`config.mk`:
```
export PLATFORM = sky130hd
export DESIGN_NAME = i2c_cond_detector
export DESIGN_NICKNAME = d
export VERILOG_FILES = /design/src/rtl/i2c_cond_pkg.sv /design/src/rtl/i2c_line_filter.sv /design/src/rtl/i2c_cond_detect.sv /design/src/rtl/i2c_cond_irq.sv /design/src/rtl/i2c_cond_detector.sv
export SDC_FILE = /design/constraint.sdc
export NUM_CORES = 1
export LEC_CHECK = 0
export BUFFER_PORTS_ARGS = -buffer_cell sky130_fd_sc_hd__buf_4
export CORE_AREA = 2 2 39 41
export DETAILED_ROUTE_END_ITERATION = 8
export DIE_AREA = 0 0 41 43
export PLACE_DENSITY = 0.8
export SLEW_MARGIN = 20
export SYNTH_ARGS = -nofsm -noshare
export SYNTH_HDL_FRONTEND = slang
export SYNTH_SLANG_ARGS = --single-unit
```
`constraint.sdc`:
```
create_clock -name clk -period 1.7 [get_ports clk]
set_clock_uncertainty 0.15 [all_clocks]
set_input_delay 0.34 -clock clk [delete_from_list [all_inputs] [get_ports clk]]
set_output_delay 0.34 -clock clk [all_outputs]
set_load 0.01 [all_outputs]
```
`src/rtl/i2c_cond_pkg.sv`:
```
// Package: shared types and defaults for the I2C bus condition detector.
// Assumes: nothing; holds declarations only.
package i2c_cond_pkg;
    // Default number of synchronizer flops per line.
    localparam int DEF_SYNC_STAGES = 2;
    // Default number of consecutive samples a new line level must persist.
    localparam int DEF_FILT_LEN    = 3;

    // Unregistered condition strobes passed from detector to interrupt logic.
    typedef struct packed {
        logic start;
        logic stop;
        logic restart;
    } cond_ev_t;
endpackage

```
`src/rtl/i2c_line_filter.sv`:
```
// Module: synchronizer plus persistence filter for one open-drain bus line.
// Assumes: line idles high; SYNC_STAGES >= 2; FILT_LEN >= 1.
// The output follows the synchronized input only after FILT_LEN consecutive
// samples that differ from the current output.
module i2c_line_filter #(
    parameter int SYNC_STAGES = 2,
    parameter int FILT_LEN    = 3
) (
    input  logic clk,
    input  logic rst_n,
    input  logic line_in,
    output logic line_out
);
    localparam int CW = $clog2(FILT_LEN + 1);
    localparam logic [CW-1:0] CNT_MAX = CW'(FILT_LEN - 1);

    logic [SYNC_STAGES-1:0] sync_q;
    logic [CW-1:0]          cnt_q;
    logic                   out_q;
    logic                   sync_bit;

    assign sync_bit = sync_q[SYNC_STAGES-1];
    assign line_out = out_q;

    // Shift the raw line through the synchronizer chain.
    always_ff @(posedge clk) begin
        if (!rst_n) sync_q <= '1;
        else        sync_q <= {sync_q[SYNC_STAGES-2:0], line_in};
    end

    // Accept a new level only once it has persisted for FILT_LEN samples.
    always_ff @(posedge clk) begin
        if (!rst_n) begin
            out_q <= 1'b1;
            cnt_q <= '0;
        end else if (sync_bit == out_q) begin
            cnt_q <= '0;
        end else if (cnt_q == CNT_MAX) begin
            out_q <= sync_bit;
            cnt_q <= '0;
        end else begin
            cnt_q <= cnt_q + 1'b1;
        end
    end

    // The filtered level only moves towards a level the synchronizer showed.
    AST_FILT_FOLLOWS: assert property (@(posedge clk) disable iff (!rst_n)
        !$stable(out_q) |-> (out_q == $past(sync_bit)));
endmodule

```
`src/rtl/i2c_cond_detect.sv`:
```
// Module: Start / Restart / Stop detection, bus-busy tracking and Start
// collision check, working on the filtered SCL and SDA levels.
// Assumes: inputs are already synchronized and filtered, idle high.
module i2c_cond_detect
    import i2c_cond_pkg::*;
(
    input  logic     clk,
    input  logic     rst_n,
    input  logic     scl_f,
    input  logic     sda_f,
    input  logic     gen_start_arm,
    input  logic     sda_drive,
    output cond_ev_t ev,
    output logic     start_pulse,
    output logic     restart_pulse,
    output logic     stop_pulse,
    output logic     bus_busy,
    output logic     collision
);
    logic scl_p, sda_p;
    logic busy_q, low_seen_q;
    logic start_q, restart_q, stop_q, coll_q;
    logic scl_held_high;

    assign scl_held_high = scl_p & scl_f;

    // Decode edges from the previous and current filtered samples.
    always_comb begin
        ev.start   = scl_held_high & sda_p & ~sda_f;
        ev.stop    = scl_held_high & ~sda_p & sda_f & low_seen_q;
        ev.restart = scl_held_high & sda_p & ~sda_f & busy_q;
    end

    // Keep the previous filtered samples for edge detection.
    always_ff @(posedge clk) begin
        if (!rst_n) begin
            scl_p <= 1'b1;
            sda_p <= 1'b1;
        end else begin
            scl_p <= scl_f;
            sda_p <= sda_f;
        end
    end

    // Track bus ownership and whether SCL went low since the last Start.
    always_ff @(posedge clk) begin
        if (!rst_n) begin
            busy_q     <= 1'b0;
            low_seen_q <= 1'b0;
        end else if (ev.start) begin
            busy_q     <= 1'b1;
            low_seen_q <= 1'b0;
        end else if (ev.stop) begin
            busy_q     <= 1'b0;
            low_seen_q <= 1'b0;
        end else if (busy_q && !scl_f) begin
            low_seen_q <= 1'b1;
        end
    end

    // Register the condition strobes into single-cycle output pulses.
    always_ff @(posedge clk) begin
        if (!rst_n) begin
            start_q   <= 1'b0;
            restart_q <= 1'b0;
            stop_q    <= 1'b0;
        end else begin
            start_q   <= ev.start;
            restart_q <= ev.restart;
            stop_q    <= ev.stop;
        end
    end

    // Flag SDA already low while a Start is armed but not yet driven.
    always_ff @(posedge clk) begin
        if (!rst_n) coll_q <= 1'b0;
        else        coll_q <= gen_start_arm & ~sda_drive & ~sda_f;
    end

    assign start_pulse   = start_q;
    assign restart_pulse = restart_q;
    assign stop_pulse    = stop_q;
    assign bus_busy      = busy_q;
    assign collision     = coll_q;

    AST_START_SETS_BUSY: assert property (@(posedge clk) disable iff (!rst_n)
        start_q |-> busy_q);
    AST_STOP_CLEARS_BUSY: assert property (@(posedge clk) disable iff (!rst_n)
        stop_q |-> !busy_q);
    AST_NO_START_STOP_TOGETHER: assert property (@(posedge clk) disable iff (!rst_n)
        !(start_q && stop_q));
    AST_RESTART_IS_START: assert property (@(posedge clk) disable iff (!rst_n)
        restart_q |-> (start_q && $past(busy_q)));
    AST_STOP_ONLY_WHEN_BUSY: assert property (@(posedge clk) disable iff (!rst_n)
        stop_q |-> $past(busy_q));
    AST_COLL_NEEDS_ARM: assert property (@(posedge clk) disable iff (!rst_n)
        coll_q |-> ($past(gen_start_arm) && !$past(sda_drive)));
endmodule

```
`src/rtl/i2c_cond_irq.sv`:
```
// Module: interrupt request for Start and Stop conditions.
// Assumes: strobes come from the detector in the cycle the condition is seen.
// The force input overrides both enables.
module i2c_cond_irq
    import i2c_cond_pkg::*;
(
    input  logic     clk,
    input  logic     rst_n,
    input  cond_ev_t ev,
    input  logic     start_ie,
    input  logic     stop_ie,
    input  logic     irq_force,
    output logic     irq
);
    logic irq_q;
    logic start_en, stop_en;

    assign start_en = start_ie | irq_force;
    assign stop_en  = stop_ie  | irq_force;

    // Raise a one-cycle request for each enabled condition.
    always_ff @(posedge clk) begin
        if (!rst_n) irq_q <= 1'b0;
        else        irq_q <= (ev.start & start_en) | (ev.stop & stop_en);
    end

    assign irq = irq_q;

    AST_IRQ_HAS_CAUSE: assert property (@(posedge clk) disable iff (!rst_n)
        irq_q |-> ($past(ev.start) || $past(ev.stop)));
endmodule

```
`src/rtl/i2c_cond_detector.sv`:
```
// Module: top of the I2C bus condition detector. Filters both lines, detects
// Start / Restart / Stop, tracks bus-busy, raises interrupts and checks for a
// collision on Start.
// Assumes: scl_in and sda_in are asynchronous, idle high, and change slowly
// compared with clk.
module i2c_cond_detector
    import i2c_cond_pkg::*;
#(
    parameter int SYNC_STAGES = DEF_SYNC_STAGES,
    parameter int FILT_LEN    = DEF_FILT_LEN
) (
    input  logic clk,
    input  logic rst_n,
    input  logic scl_in,
    input  logic sda_in,
    input  logic start_ie,
    input  logic stop_ie,
    input  logic irq_force,
    input  logic gen_start_arm,
    input  logic sda_drive,
    output logic start_pulse,
    output logic restart_pulse,
    output logic stop_pulse,
    output logic bus_busy,
    output logic irq,
    output logic collision
);
    localparam int N_LINES = 2;

    logic [N_LINES-1:0] raw_lines;
    logic [N_LINES-1:0] filt_lines;
    cond_ev_t           ev;

    assign raw_lines = {sda_in, scl_in};

    // One synchronizer and filter per bus line.
    for (genvar g = 0; g < N_LINES; g++) begin : g_line
        i2c_line_filter #(
            .SYNC_STAGES (SYNC_STAGES),
            .FILT_LEN    (FILT_LEN)
        ) filt_i (
            .clk      (clk),
            .rst_n    (rst_n),
            .line_in  (raw_lines[g]),
            .line_out (filt_lines[g])
        );
    end

    i2c_cond_detect det_i (
        .clk           (clk),
        .rst_n         (rst_n),
        .scl_f         (filt_lines[0]),
        .sda_f         (filt_lines[1]),
        .gen_start_arm (gen_start_arm),
        .sda_drive     (sda_drive),
        .ev            (ev),
        .start_pulse   (start_pulse),
        .restart_pulse (restart_pulse),
        .stop_pulse    (stop_pulse),
        .bus_busy      (bus_busy),
        .collision     (collision)
    );

    i2c_cond_irq irq_i (
        .clk       (clk),
        .rst_n     (rst_n),
        .ev        (ev),
        .start_ie  (start_ie),
        .stop_ie   (stop_ie),
        .irq_force (irq_force),
        .irq       (irq)
    );

    AST_IRQ_FORCED: assert property (@(posedge clk) disable iff (!rst_n)
        ((start_pulse || stop_pulse) && $past(irq_force)) |-> irq);
    AST_IRQ_WITH_PULSE: assert property (@(posedge clk) disable iff (!rst_n)
        irq |-> (start_pulse || stop_pulse));
endmodule

```
-- Word level (Yosys, flattened, before mapping)
Cells that the tools add are included.
- bits in registers: 19
- input port bits: 9
- output and inout bits: 6
- word-level logic and storage cells: 51
- add/subtract/negate cells: 2
- equal/unequal tests: 4
- multiplexer cells: 2
- bitwise logic cells: 20
- reduce and logical (&&, ||, !) cells: 8
- operator list (kind ; number):
    1-bit AND ; 11
    3-bit OR reduction ; 3
    1-bit NOT ; 6
    2-bit by 1-bit adder with 2-bit output (second input constant) ; 2
    2-bit equality test (second input constant) ; 2
    2-bit AND reduction ; 2
    1-bit OR ; 3
    1-bit equality test ; 2
    1-bit two-way mux ; 2
    2-bit nonzero test ; 1
    1-bit logical AND ; 1
    1-bit zero test ; 1

-- Depth between registers and ports, before layout
Gate-level depths: netlist of the first run.
- depth after elaboration: 6
- mapped depth: 4
- depth with buffers taken out: 4

-- Modules after synthesis
A second synthesis of the first run with hierarchy kept.
- cell total of the unflattened synthesis: 58
- area, all modules: 658.1 um^2
- modules (own cells, without submodules) (module ; times used ; cells each ; area an instance (um^2) ; seq. area each (um^2)):
    i2c_line_filter ; 2 ; 14 ; 168.9 ; 100.1
    i2c_cond_detect ; 1 ; 26 ; 280.3 ; 160.2
    i2c_cond_irq ; 1 ; 4 ; 40.0 ; 20.0

-- Worst setup path before layout of the first run
No wires, ideal clock.
- kind: register -> register
- from: register g_line[0].filt_i.out_q
- to: register irq_i.irq_q, in the netlist irq_i.irq
- setup time: 0.122 ns
- arrival: 0.914 ns
- data required time: 1.428 ns
- slack: 0.515 ns
- cell stages (with the launch flop): 5
- path buffers: 1
- clock period less this slack: 1.185 ns
- cell sequence: dfxtp_1 -> buf_4 -> nand4b_1 -> o22ai_1 -> a221o_1
- word-level cells in the longest chain between the ends: 6
- elaborated cells between the ends (all ways): 9
- classes of those cells: bitwise (9)
- RTL lines (what ; line ; source):
    from (decl) ; i2c_line_filter.sv:19 ; logic out_q;
    from (signal assigned) ; i2c_line_filter.sv:39 ; out_q <= sync_bit;
    1-bit AND (*) ; i2c_cond_detect.sv:25 ; assign scl_held_high = scl_p & scl_f;
    1-bit AND (3 in a row) ; i2c_cond_detect.sv:30 ; ev.stop = scl_held_high & ~sda_p & sda_f & low_seen_q;
    1-bit AND ; i2c_cond_irq.sv:24 ; else irq_q <= (ev.start & start_en) | (ev.stop & stop_en);
    1-bit OR (*) ; i2c_cond_irq.sv:24 ;
    to (signal assigned) ; i2c_cond_irq.sv:24 ;
    to (decl) ; i2c_cond_irq.sv:15 ; logic irq_q;
Every way passes the cells marked *; elsewhere a longest branch is shown, timed or not.
A chain may end at the register's enable or synchronous reset.

-- Final worst setup path of the first run
- from: register det_i.busy_q, in the netlist det_i.bus_busy
- to: output bus_busy
- RTL lines (what ; line ; source):
    from (decl) ; i2c_cond_detect.sv:21 ; logic busy_q, low_seen_q;
    from (signal assigned) ; i2c_cond_detect.sv:48 ; busy_q <= 1'b0;
    from (signal assigned) ; i2c_cond_detect.sv:51 ; busy_q <= 1'b1;
    from (signal assigned) ; i2c_cond_detect.sv:54 ; busy_q <= 1'b0;
    to (decl) ; i2c_cond_detector.sv:24 ; output logic bus_busy,
No word-level cell between the ends.

==> reports/metrics.csv, run 1 <==
stage,metric,value,unit
routing,routed_wl,1.001,mm
timing,rsz0062_at_grt,no,
logic_synthesis,synth_edf_count,0,
status,status,"complete, no violations",
worst_setup_path,cp-end-kind,primary output,
global_routing,first_global_vias,407,
clock_network,cts_buffer_depth,2,
routing,viasPerCell,4.938,
timing,tightest_slew,0.2598,ns
timing,max_slew_margin,82.65,%
placement,placed_area,778.2,µm²
logic_synthesis,synthArstFlopShare,0,%
min_path,hold_class,input port to flop,
power_and_ir_drop,p_switching,144.0,µW
worst_setup_path,path_delay_family,flip-flops,
logic_synthesis,yosys_warnings,0,
routing,routedWlPerCell,10.43,µm
floorplanning,start_util,48.92,%
cells_and_area,n_fill_cell,127,
clock_network,numCtsBuffers,3,
global_routing,top_usage_layer,met2,
worst_setup_path,crit_arrival,0.84,ns
power_and_ir_drop,p_clk_share,31.5,%
power_and_ir_drop,powerDensity,874.6,nW/µm²
logic_synthesis,yosysMostFrequentCell,dfxtp_1,
clock_network,postCtsSetupBuffers,0,
cells_and_area,regArea,380.4,µm²
logic_synthesis,synthCells,65,
floorplanning,dieArea,1763,µm²
logic_synthesis,yosysUniqueCellTypes,25,
power_and_ir_drop,leakage,0.0003485,µW
logic_synthesis,ys_seq_area_share,56.19,%
clock_network,cts.sinks,19,
cells_and_area,n_antenna_cell,0,
worst_setup_path,crit_buf_inv,1,
cells_and_area,multi_input_area,261.5,µm²
floorplanning,io_pins,15,
global_routing,grt_use_met1,18.58,%
routing,first_pass_iters,4,
timing,fin_crit_sh,78.34,%
power_and_ir_drop,total_power,703.7,µW
timing,setup_viol,0,
logic_synthesis,yosysTopAreaCellShare,56.19,%
routing,drc_errors,0,
worst_setup_path,path_cells,buf_4,
timing,post-route-min-period,1.332,ns
power_and_ir_drop,p_int,559.6,µW
global_routing,antenna_found_initial,0,
logic_synthesis,synth_seq_cells,19,
timing,hold_viol,0,
timing,fmax,750.8,MHz
logic_synthesis,synth_nets,76,
power_and_ir_drop,seqPwrFrac,64.4,%
clock_network,cts_hold_buf,0,
power_and_ir_drop,switching_share,20.47,%
worst_setup_path,crit_fanout,5,
clock_network,clk-insertion-delay-late,0.29,ns
logic_synthesis,synth_commonest_cells,"dfxtp_1, nor2_1, nand2b_1",
placement,hpwl,726.7,µm
placement,gp_congestion,0.7499,
power_and_ir_drop,p_comb_share,4.1,%
logic_synthesis,synth_area_leaders,"dfxtp_1, nand2b_1, ha_1",
worst_setup_path,critPathRequiredTime,1.21,ns
routing,drtIter0Drc,6,
global_routing,grt-ovfl-total,0,
clock_network,root_buffer,clkbuf_4,
routing,ant_nets,0,
floorplanning,die_h,43,µm
logic_synthesis,avgSynthCellArea,10.41,µm²
worst_setup_path,crit_path_top_delay_cell,dfxtp_1,
cells_and_area,layout.nets,92,
power_and_ir_drop,ir_worst_vdd,0.0005038,V
global_routing,grt.met3_usage,3.141,%
flow_run,max_cap_violations,0,
timing,tns,0,ns
placement,portBuffers,14,
clock_network,cts_resized,0,
logic_synthesis,synth_area,676.9,µm²
floorplanning,rows,14,
logic_synthesis,yosys.area.top_type,dfxtp_1,
worst_setup_path,crit_path_start_kind,flop,
cells_and_area,final_cell_area,804.5,µm²
global_routing,grt_max_degree,15,
global_routing,grt_usage,14.07,%
routing,vias,474,
timing,maxSlewViolCount,0,
logic_synthesis,synth_top_flop_cell,dfxtp_1,
clock_network,h-tree-depth,1,
clock_network,cts_tree,done,
global_routing,grt_pass1_wl,1.669,mm
worst_setup_path,max_stage_delay,0.40,ns
clock_network,clk_pin_slew,0.10,ns
floorplanning,dieWidth,41,µm
cells_and_area,syn_to_final_growth,18.85,%
cells_and_area,drive_gt1_share,23.75,%
global_routing,grtUsageMet2,20.31,%
worst_setup_path,critical_path_class,flop to primary output,
cells_and_area,post-route-util,58.14,%
floorplanning,coreArea,1384,µm²
[cell families (layout without fill, tap and decap cells)]
kind of cell,Yosys count,count (layout),share of synthesized area (%)
fa+ha+maj,2,2,3.696
simple gates,27,27,23.11
buf+inv,6,21,5.175
mux,2,2,2.958
compound gates,7,7,6.285
xor+xnor,2,2,2.588
flops,19,19,56.19
[worst paths after layout]
check,start,endpoint,slack [ns],cells after the start
min,sda_drive,det_i.collision,0.04,2
max reg2reg,g_line[1].filt_i.line_out,irq_i.irq,0.38,3
max,det_i.bus_busy,bus_busy,0.37,1
min reg2reg,g_line[0].filt_i.cnt_q[0],g_line[0].filt_i.cnt_q[0],0.26,1
[per-layer routing]
layer	wire, µm	share of wire, %	vias up
met5	0	0	-
met4	31	3.1	0
met3	36	3.6	5
met2	494	49	11
met1	438	44	214
li1	-	-	244
[per-stage QoR]
step                hold WS (ns)  worst slack [ns]  instances
global placement          0.2404            0.4475         92
CTS                      0.04088            0.3523         96
global route             0.05363            0.3292         96
floorplan                 0.2363            0.5147         65
detailed placement        0.2432            0.3971         92
finish                   0.04434            0.3682         96
[cell usage in the layout, fill, tap and decap left out, types with 2 or more instances in the layout]
cell type,instances
dfxtp_1,19
buf_4,14
nor2_1,6
nand2b_1,5
nand2_1,4
inv_1,3
nand3b_1,3
o21ai_0,3
clkbuf_4,3
xor2_1,2
mux2i_1,2
nand3_1,2
ha_1,2
[power groups by stage]
stage          clock network (µW)  logic [µW]  registers, µW
3_5_place_dp                    0        28.7            464
5_1_grt                       240        31.8            454
4_1_cts                       228        28.9            453
3_3_place_gp                    0        28.6            463
6_report                      222        28.6            453
2_1_floorplan                   0        12.4            463
[cell type report]
class | count | area share, %
clock buffer | 4 | 3.266
inverter | 3 | 1.400
multi-input combinational | 40 | 32.50
sequential | 19 | 47.28
tap | 16 | 2.488
timing repair buffer | 14 | 13.06
Note: power is estimated with default switching activity, not from simulation.
==> run 2, diff against run 1 <==
Settings changed: CORE_AREA 2 2 39 41 to not set, CORE_MARGIN set to 2, CORE_UTILIZATION set to 49, DIE_AREA 0 0 41 43 to not set, PLACE_DENSITY 0.8 to 0.77.
Clock period 1.7 ns to 1.31 ns, I/O delays scaled along.
==> run 2 against run 1 <==
  * Clock power up 30%
  * Final area up 4.8%
  * Routed wire length up 18%
  * Combinational power up 59%
  * Setup slack worse by 0.32 ns
  * First-iteration DRC count up 17%
  * Largest power group unchanged
  * Sequential share of layout area down 1.9 points
  * Non-clock buffer count up 4
  * Register-to-register slack worse by 0.33 ns
  * Sequential power up 30%
  * Utilization up 6.7 points
==> reports/metrics.csv, run 2 (synthesis gave the netlist of run 1 again) <==
stage,metric,value,unit,change
timing,tns,0,ns,unchanged
routing,drtIter0Drc,7,,was 6
floorplanning,coreArea,1301,µm²,was 1384 µm²
worst_setup_path,crit_path_top_delay_cell,dfxtp_1,,unchanged
cells_and_area,regArea,382.9,µm²,was 380.4 µm²
cells_and_area,final_cell_area,843.3,µm²,was 804.5 µm²
routing,vias,508,,was 474
status,status,"complete, no violations",,unchanged
global_routing,antenna_found_initial,0,,unchanged
timing,tightest_slew,0.2048,ns,was 0.2598 ns
routing,routedWlPerCell,11.91,µm,was 10.43 µm
floorplanning,dieWidth,41.17,µm,was 41 µm
floorplanning,die_h,41.17,µm,was 43 µm
placement,placed_area,784.5,µm²,was 778.2 µm²
global_routing,first_global_vias,491,,was 407
cells_and_area,layout.nets,96,,was 92
clock_network,cts_buffer_depth,2,,unchanged
timing,fmax,792.8,MHz,
worst_setup_path,crit_path_start_kind,flop,,unchanged
worst_setup_path,r2r_slack,0.05,ns,was 0.38 ns
cells_and_area,multi_input_area,261.5,µm²,unchanged
worst_setup_path,path_delay_family,flip-flops,,unchanged
timing,hold_viol,0,,unchanged
global_routing,grt_pass1_wl,1.925,mm,was 1.669 mm
power_and_ir_drop,leakage,0.0003641,µW,was 0.0003485 µW
power_and_ir_drop,powerDensity,1093,nW/µm²,was 874.6 nW/µm²
cells_and_area,syn_to_final_growth,24.58,%,was 18.85%
timing,max_slew_margin,86.20,%,was 82.65%
placement,portBuffers,14,,unchanged
clock_network,root_buffer,clkbuf_4,,unchanged
floorplanning,dieArea,1695,µm²,was 1763 µm²
global_routing,grt_max_degree,15,,unchanged
global_routing,grt_usage,18.54,%,was 14.07%
routing,ant_nets,0,,unchanged
worst_setup_path,crit_arrival,1.30,ns,was 0.84 ns
placement,gp_congestion,0.6884,,was 0.7499
min_path,hold_class,input port to flop,,unchanged
clock_network,clk_pin_slew,0.10,ns,about the same
worst_setup_path,critical_path_class,flop to flop,,was flop to primary output
worst_setup_path,critPathRequiredTime,1.35,ns,was 1.21 ns
routing,routed_wl,1.179,mm,was 1.001 mm
worst_setup_path,crit_fanout,7,,was 5
cells_and_area,drive_gt1_share,26.19,%,was 23.75%
routing,drc_errors,0,,unchanged
worst_setup_path,cp-end-kind,flop,,was primary output
floorplanning,start_util,52.02,%,was 48.92%
timing,post-route-min-period,1.261,ns,
cells_and_area,final_cell_mix,"dfxtp_1, buf_4, nor2_1, nand2b_1, nand2_1",,unchanged
worst_setup_path,max_stage_delay,0.43,ns,was 0.40 ns
timing,rsz0062_at_grt,no,,unchanged
timing,fin_crit_sh,96.28,%,
worst_setup_path,path_cells,nand2b_4 > nor2_2 > a221o_1,,was buf_4
timing,setup_viol,0,,unchanged
floorplanning,io_pins,15,,unchanged
power_and_ir_drop,ir_worst_vdd,0.0005112,V,was 0.0005038 V
clock_network,h-tree-depth,1,,unchanged
placement,hpwl,816.4,µm,was 726.7 µm
cells_and_area,final_common_cell,dfxtp_1,,unchanged
clock_network,postCtsSetupBuffers,0,,unchanged
global_routing,grt-ovfl-total,0,,unchanged
routing,first_pass_iters,4,,unchanged
timing,timing.hold.ws,0.04872,ns,was 0.04434 ns
clock_network,clk-insertion-delay-late,0.30,ns,was 0.29 ns
clock_network,numCtsBuffers,3,,unchanged
cells_and_area,n_antenna_cell,0,,unchanged
clock_network,cts.sinks,19,,unchanged
worst_setup_path,crit_buf_inv,0,,was 1
cells_and_area,n_fill_cell,108,,was 127
routing,viasPerCell,5.131,,was 4.938
floorplanning,rows,13,,was 14
clock_network,cts_tree,done,,unchanged
timing,maxSlewViolCount,0,,unchanged
flow_run,max_cap_violations,0,,unchanged
[run 2: cell types whose count changed in the layout (fill, tap and decap cells not counted), sizes merged]
| cell | change |
|---|---|
| buf | +1 |
| dlygate4sd3 | +3 |
[run 2: timing repair]
| action | 4_1_cts | 5_1_grt |
|---|---|---|
| hold buffers | 3 | 0 |
| endpoints found under the hold margin | 3 | 0 |
| endpoints found under the setup margin | 0 | 1 |
| gates resized for setup | 0 | 2 |
[run 2: layer usage]
| metal | global-route usage [%] | part of all wire [%] |
|---|---|---|
| met1 | 17.88 | 40 |
| met2 | 33.98 | 54 |
| met3 | 3.261 | 2.7 |
| met4 | 14.52 | 3.4 |
| met5 | 0 | 0 |
[run 2: through the flow]
step	power (µW)	worst slack, ns	instances	util (%)
3_3_place_gp	638.5	0.1070	92	60.29
3_5_place_dp	639.5	0.06447	92	60.29
6_report	921.4	0.04868	99	64.81
2_1_floorplan	616.8	0.1247	65	-
5_1_grt	951.8	0.002730	99	64.81
4_1_cts	929.3	0.04340	99	64.62
[run 2: final cells by class]
cell class	count	area share [%]
flip-flops and latches	19	45.40
multi-input cells	40	31.01
repair buffers	18	16.91
clock buffers	4	3.116
well taps	15	2.226
inverters	3	1.335
[run 2: worst reg2reg max path: stages (launching register included)]
cell	delay, ns
dfxtp_1	0.43
nand2b_4	0.19
nor2_2	0.05
a221o_1	0.34
[run 2: final timing paths]
| path | startpoint | endpoint | cells past startpoint |
|---|---|---|---|
| worst min-delay path | irq_force | irq_i.irq | 2 |
| worst max register to register | g_line[1].filt_i.line_out | irq_i.irq | 3 |
| worst min register to register | g_line[0].filt_i.sync_q[0] | g_line[0].filt_i.sync_q[1] | 1 |
| worst max-delay path | g_line[1].filt_i.line_out | irq_i.irq | 3 |
[run 2: report_power, final]
part	internal, µW	switching [µW]	leakage (µW)
Clock	119	169	0.0000150
Combinational	28.6	17.0	0.000196
Sequential	585	2.96	0.000153
Total	732	189	0.000364
==> run 3, diff against run 2 <==
Settings changed: CORE_AREA set to 2 2 39 41, CORE_MARGIN 2 to not set, CORE_UTILIZATION 49 to not set, DIE_AREA set to 0 0 41 43, PLACE_DENSITY 0.77 to 0.8.
Clock period 1.31 ns to 1.54 ns, I/O delays scaled along.
==> run 3 against run 2 <==
  * Utilization shrank 6.7 points
  * Hold slack lost 0.025 ns
  * Clock power shrank 17%
  * Critical path type is now flop to primary output
  * Sequential share of layout area grew 1.9 points
  * Via count shrank 10%
  * Largest cell class unchanged
  * Global-route usage shrank 4.1 points
  * Highest routed layer unchanged
==> reports/metrics.csv, run 3 (synthesis gave the netlist of run 1 again) <==
stage,metric,value,unit,change
worst_setup_path,crit_arrival,0.83,ns,was 1.30 ns
worst_setup_path,crit_path_start_kind,flop,,unchanged
placement,placed_area,778.2,µm²,was 784.5 µm²
clock_network,h-tree-depth,1,,unchanged
clock_network,cts_buffer_depth,2,,unchanged
power_and_ir_drop,leakage,0.0003485,µW,was 0.0003641 µW
routing,vias,456,,was 508
cells_and_area,n_antenna_cell,0,,unchanged
worst_setup_path,crit_buf_inv,1,,was 0
routing,routed_wl,962,µm,was 1.179 mm
timing,tns,0,ns,unchanged
clock_network,cts_resized,0,,unchanged
placement,pre_cts_ws,0.2688,ns,was 0.06447 ns
placement,portBuffers,14,,unchanged
worst_setup_path,crit_path_top_delay_cell,dfxtp_1,,unchanged
clock_network,root_buffer,clkbuf_4,,unchanged
power_and_ir_drop,ir_worst_vdd,0.0005224,V,was 0.0005112 V
min_path,hold_end,det_i.collision,,was irq_i.irq
worst_setup_path,worst_r2r_endpoint,irq_i.irq,,unchanged
global_routing,grt-ovfl-total,0,,unchanged
placement,hpwl,737.1,µm,was 816.4 µm
floorplanning,die_h,43,µm,was 41.17 µm
cells_and_area,final_cell_area,804.5,µm²,was 843.3 µm²
timing,setup_viol,0,,unchanged
global_routing,first_global_vias,392,,was 491
timing,rsz0062_at_grt,no,,unchanged
clock_network,numCtsBuffers,3,,unchanged
floorplanning,dieArea,1763,µm²,was 1695 µm²
min_path,hold_depth,2,,unchanged
placement,gp_congestion,0.7799,,was 0.6884
worst_setup_path,crit_fanout,5,,was 7
worst_setup_path,rr_startpoint,g_line[1].filt_i.line_out,,unchanged
min_path,hold_class,input port to flop,,unchanged
worst_setup_path,path_delay_family,flip-flops,,unchanged
routing,first_pass_iters,2,,was 4
routing,ant_nets,0,,unchanged
timing,tightest_slew,0.2504,ns,was 0.2048 ns
cells_and_area,syn_to_final_growth,18.85,%,was 24.58%
floorplanning,start_util,48.92,%,was 52.02%
timing,worst_slack,0.2477,ns,was 0.04868 ns
worst_setup_path,timing.reg2reg.worst_path_depth,3,,unchanged
timing,max_slew_margin,83.28,%,was 86.20%
timing,maxSlewViolCount,0,,unchanged
global_routing,grt_max_degree,15,,unchanged
routing,drtIter0Drc,3,,was 7
timing,fmax,773.8,MHz,
worst_setup_path,cp-end-kind,primary output,,was flop
global_routing,grt_pass1_wl,1.669,mm,was 1.925 mm
floorplanning,io_pins,15,,unchanged
timing,post-route-min-period,1.292,ns,
floorplanning,coreArea,1384,µm²,was 1301 µm²
clock_network,clk_pin_slew,0.10,ns,about the same
routing,drc_errors,0,,unchanged
cells_and_area,post-route-util,58.14,%,was 64.81%
status,status,"complete, no violations",,unchanged
flow_run,max_cap_violations,0,,unchanged
clock_network,postCtsSetupBuffers,0,,unchanged
cells_and_area,drive_gt1_share,23.75,%,was 26.19%
clock_network,clk-insertion-delay-late,0.28,ns,was 0.30 ns
clock_network,cts.sinks,19,,unchanged
clock_network,cts_tree,done,,unchanged
worst_setup_path,critPathRequiredTime,1.08,ns,was 1.35 ns
min_path,hp-start,sda_drive,,was irq_force
timing,fin_crit_sh,83.91,%,
worst_setup_path,max_stage_delay,0.41,ns,was 0.43 ns
floorplanning,dieWidth,41,µm,was 41.17 µm
routing,routedWlPerCell,10.02,µm,was 11.91 µm
worst_setup_path,critical_path_class,flop to primary output,,was flop to flop
worst_setup_path,r2r_slack,0.25,ns,was 0.05 ns
timing,hold_viol,0,,unchanged
global_routing,grt_usage,14.46,%,was 18.54%
routing,viasPerCell,4.750,,was 5.131
power_and_ir_drop,powerDensity,956.7,nW/µm²,was 1093 nW/µm²
worst_setup_path,path_cells,buf_4,,was nand2b_4 > nor2_2 > a221o_1
cells_and_area,final_common_cell,dfxtp_1,,unchanged
cells_and_area,final_cell_mix,"dfxtp_1, buf_4, nor2_1, nand2b_1, nand2_1",,unchanged
clock_network,cts_hold_buf,0,,was 3
floorplanning,rows,14,,was 13
cells_and_area,layout.nets,92,,was 96
global_routing,antenna_found_initial,0,,unchanged
-- run 3: layer usage --
metal	global-route usage [%]	part of all wire [%]	up-vias
li1	-	-	246
met1	20.20	46	204
met2	18.13	49	4
met3	4.712	2.6	2
met4	10.00	1.8	0
met5	0	0	-
-- run 3: through the flow --
stage	hold slack, ns	std cells	total power, µW
after floorplan	0.2310	65	524.7
after global placement	0.2413	92	543.1
after detailed placement	0.2514	92	543.9
after CTS	0.02083	96	776.3
after global routing	0.02023	96	804.3
final	0.02397	96	769.7
-- run 3: final cells by class --
| type | instances | area (µm²) |
|---|---|---|
| repair buffers | 14 | 105.1 |
| multi-input cells | 40 | 261.5 |
| flip-flops and latches | 19 | 380.4 |
| clock buffers | 4 | 26.28 |
| fillers | 123 | 579.3 |
| well taps | 16 | 20.02 |
| inverters | 3 | 11.26 |
-- run 3: worst max path at each step --
stage / startpoint / endpoint / depth (start not counted)
after global routing: g_line[1].filt_i.line_out / irq_i.irq / 3
after global placement: g_line[1].filt_i.line_out / irq_i.irq / 3
final: det_i.bus_busy / bus_busy / 1
after floorplan: g_line[0].filt_i.line_out / irq_i.irq / 4
after detailed placement: g_line[1].filt_i.line_out / irq_i.irq / 3
after CTS: det_i.bus_busy / bus_busy / 1
-- run 3: report_power, final --
group / internal [µW] / switching (µW)
sequential: 498 / 2.64
clock: 100 / 137
combinational: 19.3 / 12.3
